$ cat src/rtl/irq_prio_pkg.sv
// Package: shared constants for the interrupt priority resolver.
// Assumes non-maskable causes take the lowest vector codes, in a fixed order.
package irq_prio_pkg;
    localparam int NUM_SRC_DFLT = 20;
    localparam int NUM_NMI      = 3;
    localparam int EXT_IDX_DFLT = 0;

    typedef enum logic [1:0] {
        NMI_ILLOP = 2'd0,
        NMI_SWI   = 2'd1,
        NMI_PIN   = 2'd2
    } nmi_code_e;
endpackage

$ cat src/rtl/irq_src_qualify.sv
// Module: qualifies each maskable request with its enable and the global mask.
// Assumes the source at EXT_IDX has no local enable and is gated only by the mask.
module irq_src_qualify #(
    parameter int NUM_SRC = 20,
    parameter int EXT_IDX = 0
) (
    input  logic [NUM_SRC-1:0] src_req,
    input  logic [NUM_SRC-1:0] src_en,
    input  logic               i_mask,
    output logic [NUM_SRC-1:0] qual
);
    for (genvar k = 0; k < NUM_SRC; k++) begin : g_q
        localparam logic NO_EN = (k == EXT_IDX);
        // Per-source gate: request, local enable (or exempt), global mask clear.
        always_comb qual[k] = src_req[k] & (src_en[k] | NO_EN) & ~i_mask;
    end
endmodule

$ cat src/rtl/irq_sel_reg.sv
// Module: promotion select register.
// Assumes a write is legal only while the global mask is set; other writes are dropped.
module irq_sel_reg #(
    parameter int SEL_W = 5
) (
    input  logic             clk,
    input  logic             rst_n,
    input  logic             wr,
    input  logic [SEL_W-1:0] wdata,
    input  logic             i_mask,
    output logic [SEL_W-1:0] sel_q
);
    // Load on a qualified write, clear to source 0 on reset.
    always_ff @(posedge clk) begin
        if (!rst_n)              sel_q <= '0;
        else if (wr && i_mask)   sel_q <= wdata;
    end
endmodule

$ cat src/rtl/irq_prio_pick.sv
// Module: picks one maskable winner, lowest index first, with one promoted index.
// Assumes a promotion index at or above NUM_SRC has no effect.
module irq_prio_pick #(
    parameter int NUM_SRC = 20,
    parameter int SEL_W   = 5
) (
    input  logic [NUM_SRC-1:0] qual,
    input  logic [SEL_W-1:0]   sel,
    output logic               found,
    output logic [SEL_W-1:0]   idx
);
    logic             dflt_found;
    logic [SEL_W-1:0] dflt_idx;
    logic             promo_hit;

    // Default order: scan from the top so the lowest set index remains.
    always_comb begin
        dflt_found = 1'b0;
        dflt_idx   = '0;
        for (int k = NUM_SRC - 1; k >= 0; k--) begin
            if (qual[k]) begin
                dflt_found = 1'b1;
                dflt_idx   = SEL_W'(k);
            end
        end
    end

    // Promotion applies only for a defined, competing source.
    always_comb begin
        promo_hit = 1'b0;
        for (int k = 0; k < NUM_SRC; k++) begin
            if (sel == SEL_W'(k) && qual[k]) promo_hit = 1'b1;
        end
    end

    // Final selection between promoted and default winner.
    always_comb begin
        found = dflt_found;
        idx   = promo_hit ? sel : dflt_idx;
    end
endmodule

$ cat src/rtl/irq_prio_resolver.sv
// Module: top of the interrupt priority resolver.
// Non-maskable causes beat maskable ones; the winner is registered.
// Assumes a synchronous active-low reset and single-cycle request sampling.
module irq_prio_resolver
    import irq_prio_pkg::*;
#(
    parameter int NUM_SRC = NUM_SRC_DFLT,
    parameter int EXT_IDX = EXT_IDX_DFLT,
    localparam int SEL_W  = $clog2(NUM_SRC),
    localparam int VEC_W  = $clog2(NUM_SRC + NUM_NMI)
) (
    input  logic               clk,
    input  logic               rst_n,
    input  logic [NUM_SRC-1:0] src_req,
    input  logic [NUM_SRC-1:0] src_en,
    input  logic               i_mask,
    input  logic               nmi_illop,
    input  logic               nmi_swi,
    input  logic               nmi_pin,
    input  logic               sel_wr,
    input  logic [SEL_W-1:0]   sel_wdata,
    output logic               irq_pending,
    output logic [VEC_W-1:0]   vector
);
    logic [NUM_SRC-1:0] qual;
    logic [SEL_W-1:0]   sel_q;
    logic               m_found;
    logic [SEL_W-1:0]   m_idx;
    logic               nxt_pend;
    logic [VEC_W-1:0]   nxt_vec;

    irq_src_qualify #(.NUM_SRC(NUM_SRC), .EXT_IDX(EXT_IDX)) u_qual (
        .src_req(src_req), .src_en(src_en), .i_mask(i_mask), .qual(qual)
    );

    irq_sel_reg #(.SEL_W(SEL_W)) u_sel (
        .clk(clk), .rst_n(rst_n), .wr(sel_wr), .wdata(sel_wdata),
        .i_mask(i_mask), .sel_q(sel_q)
    );

    irq_prio_pick #(.NUM_SRC(NUM_SRC), .SEL_W(SEL_W)) u_pick (
        .qual(qual), .sel(sel_q), .found(m_found), .idx(m_idx)
    );

    // Rank non-maskable causes first, then the maskable winner.
    always_comb begin
        nxt_pend = 1'b1;
        nxt_vec  = '0;
        if (nmi_illop)      nxt_vec = VEC_W'(NMI_ILLOP);
        else if (nmi_swi)   nxt_vec = VEC_W'(NMI_SWI);
        else if (nmi_pin)   nxt_vec = VEC_W'(NMI_PIN);
        else if (m_found)   nxt_vec = VEC_W'(NUM_NMI) + VEC_W'(m_idx);
        else                nxt_pend = 1'b0;
    end

    // Output register for pending flag and vector.
    always_ff @(posedge clk) begin
        if (!rst_n) begin
            irq_pending <= 1'b0;
            vector      <= '0;
        end else begin
            irq_pending <= nxt_pend;
            vector      <= nxt_vec;
        end
    end
endmodule

$ cat config.mk
export PLATFORM = sky130hd
export DESIGN_NAME = irq_prio_resolver
export DESIGN_NICKNAME = d
export VERILOG_FILES = /design/src/rtl/irq_prio_pkg.sv /design/src/rtl/irq_src_qualify.sv /design/src/rtl/irq_sel_reg.sv /design/src/rtl/irq_prio_pick.sv /design/src/rtl/irq_prio_resolver.sv
export SDC_FILE = /design/constraint.sdc
export NUM_CORES = 1
export LEC_CHECK = 0
export ABC_CLOCK_PERIOD_IN_PS = 2700
export BUFFER_PORTS_ARGS = -buffer_cell sky130_fd_sc_hd__buf_2
export CAP_MARGIN = 40
export CORE_MARGIN = 8
export CORE_UTILIZATION = 40
export DETAILED_ROUTE_END_ITERATION = 10
export PLACE_DENSITY_LB_ADDON = 0.08
export SLEW_MARGIN = 20
export SYNTH_ARGS = -nofsm -noshare
export SYNTH_HDL_FRONTEND = slang
export SYNTH_HIERARCHICAL = 1
export SYNTH_SLANG_ARGS = --single-unit
$ cat constraint.sdc
create_clock -name clk -period 2.7 [get_ports clk]
set_input_delay 0.135 -clock clk [delete_from_list [all_inputs] [get_ports clk]]
set_output_delay 0.135 -clock clk [all_outputs]
set_load 0.005 [all_outputs]
# Word-level counts from Yosys, hierarchy flattened
# Index checks and enable logic that the tools add are counted.
word_totals:
  ff_bits: 11
  latch_bits: 0
  ram_bits: 0
  mem_bits_ro: 0
  output_inout_bits: 6
  word_cells: 160
  n_memories: 0
classes:
  n_addsub: 1
  multipliers: 0
  n_div: 0
  order_cmp: 0
  eq_ne: 19
  shifts: 0
  muxes: 68
  n_bitwise: 42
  n_reduce_logical: 25
ops:
  columns: ["operator", "count"]
  rows:
  - ["two-way mux 5 bit", 21]
  - ["two-way mux 1 bit", 45]
  - ["== test 5 x 4 -> 1 bit (second input constant)", 8]
  - ["bitwise AND 1 bit", 39]
  - ["logical AND 1 bit", 21]
  - ["== test 5 x 3 -> 1 bit (second input constant)", 4]
  - ["== test 5 bit (second input constant)", 4]
  - ["== test 5 x 2 -> 1 bit (second input constant)", 2]
  - ["adder 2 x 5 -> 5 bit (first input constant)", 1]
  - ["== test 5 x 1 -> 1 bit (second input constant)", 1]
  - ["zero test 5 bit", 1]
  - ["OR reduction 5 bit", 1]
  - ["two-way mux 2 bit", 2]
  - ["NOT 1 bit", 3]
  - ["OR reduction 3 bit", 1]
  - ["OR reduction 2 bit", 1]

# Longest topological paths before layout
depth:
  word_depth: 28
  ltp_mapped: 12
  depth_no_buf: 11

# By module
# The synthesis kept the hierarchy.
modules_own_cells:
  columns: ["mod", "n_inst", "cells_each", "area_each_um2", "seq_area_each_um2"]
  rows:
  - ["irq_prio_pick", 1, 77, 523.0, 0.0]
  - ["irq_prio_resolver", 1, 27, 260.2, 120.1]
  - ["irq_sel_reg", 1, 22, 207.7, 100.1]
  - ["irq_src_qualify", 1, 22, 195.2, 0.0]

# Least setup slack after synthesis
# No wires, ideal clock.
synth_timing:
  path_type: "register to register"
  start: "reg u_sel.sel_q[0]"
  end: "reg vector[4]"
  setup_ns: 0.066
  arrival_ns: 2.220
  path_slack_ns: 0.414
  path_stages_with_launch: 10
  synth_period_minus_slack_ns: 2.286
  path_cell_list: "dfxtp_1 > buf_6 > mux4_1 > nand2_1 > a32oi_2 > mux2_2 > inv_1 > ha_1 > or3_1 > a21oi_2"
synth_between:
  elab_chain_cells: 24
  elab_cells_between_ends: 62
  classes_between: "1 x add/sub; 19 x eq/ne; 21 x mux; 21 x reduce/logical"
synth_rtl:
  columns: ["item", "line_no", "source"]
  rows:
  - ["start, declared", "irq_sel_reg.sv:11", "output logic [SEL_W-1:0] sel_q"]
  - ["start signal, assigned", "irq_sel_reg.sv:16", "else if (wr && i_mask) sel_q <= wdata;"]
  - ["zero test 5 bit", "irq_prio_pick.sv:32", "if (sel == SEL_W'(k) && qual[k]) promo_hit = 1'b1;"]
  - ["logical AND 1 bit", "irq_prio_pick.sv:32", null]
  - ["two-way mux 1 bit (20 in a row)", "irq_prio_pick.sv:32", null]
  - ["two-way mux 5 bit *", "irq_prio_pick.sv:39", "idx = promo_hit ? sel : dflt_idx;"]
  - ["via m_idx[0]", "irq_prio_resolver.sv:28", "logic [SEL_W-1:0] m_idx;"]
  - ["adder 2 x 5 -> 5 bit *", "irq_prio_resolver.sv:52", "else if (m_found) nxt_vec = VEC_W'(NUM_NMI) + VEC_W'(m_idx);"]
  - ["end signal, assigned", "irq_prio_resolver.sv:63", "vector <= nxt_vec;"]
  - ["end, declared", "irq_prio_resolver.sv:23", "output logic [VEC_W-1:0] vector"]
# Mark *: on every way through the listed nets, which the timed path passes. The rest lies on a longest branch.
# A chain may end at the register's enable or synchronous reset.

# Worst setup path after layout
layout_timing:
  start: "reg u_sel.sel_q[2]"
  end: "reg vector[4]"
layout_between:
  elab_chain_cells: 24
  elab_cells_between_ends: 62
  classes_between: "1 x add/sub; 19 x eq/ne; 21 x mux; 21 x reduce/logical"
layout_rtl:
  columns: ["item", "line_no"]
  rows:
  - ["zero test 5 bit", "irq_prio_pick.sv:32"]
  - ["logical AND 1 bit", "irq_prio_pick.sv:32"]
  - ["two-way mux 1 bit (19 in a row)", "irq_prio_pick.sv:32"]
  - ["two-way mux 1 bit *", "irq_prio_pick.sv:32"]
  - ["two-way mux 5 bit *", "irq_prio_pick.sv:39"]
  - ["via m_idx[0]", "irq_prio_resolver.sv:28"]
  - ["adder 2 x 5 -> 5 bit *", "irq_prio_resolver.sv:52"]
# Marks and branches as above.

==> summary.txt <==
Status
  – Status: complete, no violations

Power
  – Worst vdd ir: 0.344 mV
  – Pwr Density: 317 mW/mm^2
  – Pleak: 0.732 nW
  – Total Power: 470 uW

Synth
  – Cell Area, Synth: 0.00119 mm^2
  – Top_reg_cell synth: dfxtp_1
  – Cells after Synth: 148
  – Synth unique cells: 44
  – Seq/Total Area, Yosys: 0.186
  – Synthesis Warnings: 6
  – Post-synth EDFFs: 0
  – Ys async rst share: 0
  – Post-Syn Nets: 201
  – Mean Syn Cell Area: 8.01 um^2
  – Synth Register Bits: 11

STA
  – Endpoints failing setup: 0
  – Final hold vios: 0
  – RSZ-0062 raised after global routing: false
  – Fin crit share: 0.923
  – Final setup TNS: 0 ns
  – Worst-Margin Slew: 0.446 ns
  – Clk_skew: 0.00172 ns
  – Max-slew violations: 0
  – Hold_ws: 0.0805 ns
  – Period minus WS final: 2.49 ns
  – Slew HR: 0.700
  – Fmax: 401 MHz
  – Setup WS post-layout: 0.209 ns

Detailed routing
  – Antenna-violating nets left: 0
  – Initial drt markers: 68
  – Wire length per cell: 13.8 um
  – DRC violations left: 0
  – WL final: 3.23 mm
  – Drt first pass iters: 4
  – Via density: 5.53
  – DR vias: 1,289

Cells and area
  – Antenna Cells: 0
  – Most frequent cells in the layout: buf_2, and3b_1, nor2_1, nand2_1, dfxtp_1
  – Commonest non-fill, non-tap cell in the layout: buf_2
  – Fill cells: 286
  – Share of cells above drive strength 1: 0.386
  – Area Overhead vs Synth: 24.9%
  – Post-layout nets: 256

Critical path
  – Crit path capture type: flop
  – WP data arrival: 2.69 ns
  – Critical Path RT: 2.90 ns
  – Reg2reg end: vector[4]$_SDFF_PP0_
  – R2r startpoint: u_sel/sel_q[2]$_SDFFE_PN0P_
  – Kind of critical path: flop to flop
  – CP Launch Type: flop
  – Crit path cell chain: mux2i_1 -> nor4b_1 -> nor3_1 -> a32oi_2 -> mux2_2 -> inv_1 -> ha_1 -> or3_1 -> a21oi_2
  – Max incr delay on CP: 0.54 ns
  – R2r setup slk: 0.21 ns
  – R2R cell count: 9
  – Max FO, Critical Path: 9
  – Crit-path slowest cell: dfxtp_1

Clock tree
  – Clk buf depth: 2
  – Reg clk slew, reported paths: 0.06 ns
  – Sink Count: 11
  – H-Tree Depth: 1
  – CTS tree: yes
  – Post CTS Setup Buffer Count: 0
  – Clock Latency Late Sink: 0.26 ns
  – TritonCTS Buffers: 3
  – Clk root buf: clkbuf_4

Floorplan
  – Floorplan die width: 70.5 um
  – CORE AREA: 0.00278 mm^2
  – I/O pin total: 58
  – Die height: 70.5 um
  – Site Rows: 19
  – Initial core utilization: 0.426
  – Die ar.: 0.00496 mm^2

Global route
  – Global-route wire length before repair: 5.52 mm
  – Grt ovf: 0
  – Initial antenna violation count: 0
  – Total global routing track utilization: 0.126
  – Pin count of the biggest net entering global routing: 27
  – Vias in the first global route: 1,313

Min path
  – Hold crit path type: primary input to flop
  – Worst Hold End: vector[1]$_SDFF_PP0_
  – Hold Path Origin: nmi_swi
  – Worst Hold Depth: 2

Placement
  – Placer congestion estimate: 0.798
  – Hpwl dp: 2.70 mm
  – Setup slack at placement: 0.104 ns
  – Number of port buffers: 56

Flow run
  – Max Cap Viol: 0
## flip-flops by register name (all words and copies together), names as in the netlist
register / count
u_sel/sel_q: 5
vector: 5
irq_pending: 1
## report_power, final
part	switching [mW]	leakage [nW]	total, mW	internal, mW
sequential	0.00998	0.0904	0.180	0.170
combinational	0.0873	0.627	0.183	0.0954
clock	0.0505	0.0150	0.108	0.0571
## Yosys cell counts (all sizes together), types with 5 or more instances
master / n / area (um^2)
nor2: 12 / 45.0
mux2: 6 / 67.6
inv: 7 / 26.3
a21oi: 7 / 38.8
dfxtp: 11 / 220
nor3: 6 / 35.0
nand4: 5 / 31.3
nand2: 12 / 45.0
o21ai: 12 / 78.8
and3b: 19 / 166
buf: 6 / 53.8
## what timing repair did
item	4_1_cts	5_1_grt
hold buffers	0	0
gates resized for setup	0	1
setup endpoints to repair	0	1
## critical path: cells and delay by family (launching register included)
kind | cells | cell delay [ns]
simple gates | 3 | 0.79
compound gates | 2 | 0.46
fa+ha+maj | 1 | 0.22
flops | 1 | 0.54
mux | 2 | 0.37
buf+inv | 1 | 0.06
## area by class of cell
class | instances | area [um^2] | share of cell area
inverters | 7 | 26.3 | 0.0177
multi-input cells | 123 | 881 | 0.595
clock buffers | 4 | 26.3 | 0.0177
well taps | 31 | 38.8 | 0.0262
repair buffers | 57 | 288 | 0.194
flip-flops and latches | 11 | 221 | 0.149
## layer usage
metal / vias up / share of wire / GRT usage
li1: 659 / - / -
met1: 589 / 0.47 / 0.147
met2: 39 / 0.48 / 0.225
met3: 2 / 0.048 / 0.0339
met4: 0 / 0.0050 / 0.0201
met5: - / 0 / 0
## cells by family (layout without fill, tap and decap cells)
kind of cell / Yosys count / count (layout) / synth area share
simple gates: 78 / 78 / 0.416
mux: 10 / 10 / 0.104
fa+ha+maj: 1 / 1 / 0.0105
xor+xnor: 2 / 2 / 0.0148
flops: 11 / 11 / 0.186
buf+inv: 14 / 68 / 0.0717
compound gates: 32 / 32 / 0.197
## worst max-delay path by stage
stage / depth (start not counted) / slack [ns] / start / to
global route: 9 / 0.03 / u_sel/sel_q[2]$_SDFFE_PN0P_ / vector[4]$_SDFF_PP0_
finish: 9 / 0.21 / u_sel/sel_q[2]$_SDFFE_PN0P_ / vector[4]$_SDFF_PP0_
floorplan: 9 / 0.41 / u_sel/sel_q[0]$_SDFFE_PN0P_ / vector[4]$_SDFF_PP0_
CTS: 8 / 0.16 / u_sel/sel_q[0]$_SDFFE_PN0P_ / vector[4]$_SDFF_PP0_
global placement: 10 / 0.12 / i_mask / vector[4]$_SDFF_PP0_
detailed placement: 11 / 0.10 / i_mask / vector[4]$_SDFF_PP0_
## metrics by stage
stage	util	cells	instance area (um^2)
floorplan	-	148	1190
global placement	0.523	229	1450
detailed placement	0.523	229	1450
CTS	0.532	233	1480
global route	0.533	233	1480
finish	0.533	233	1480
No activity file was read; power rests on OpenSTA's default activity.
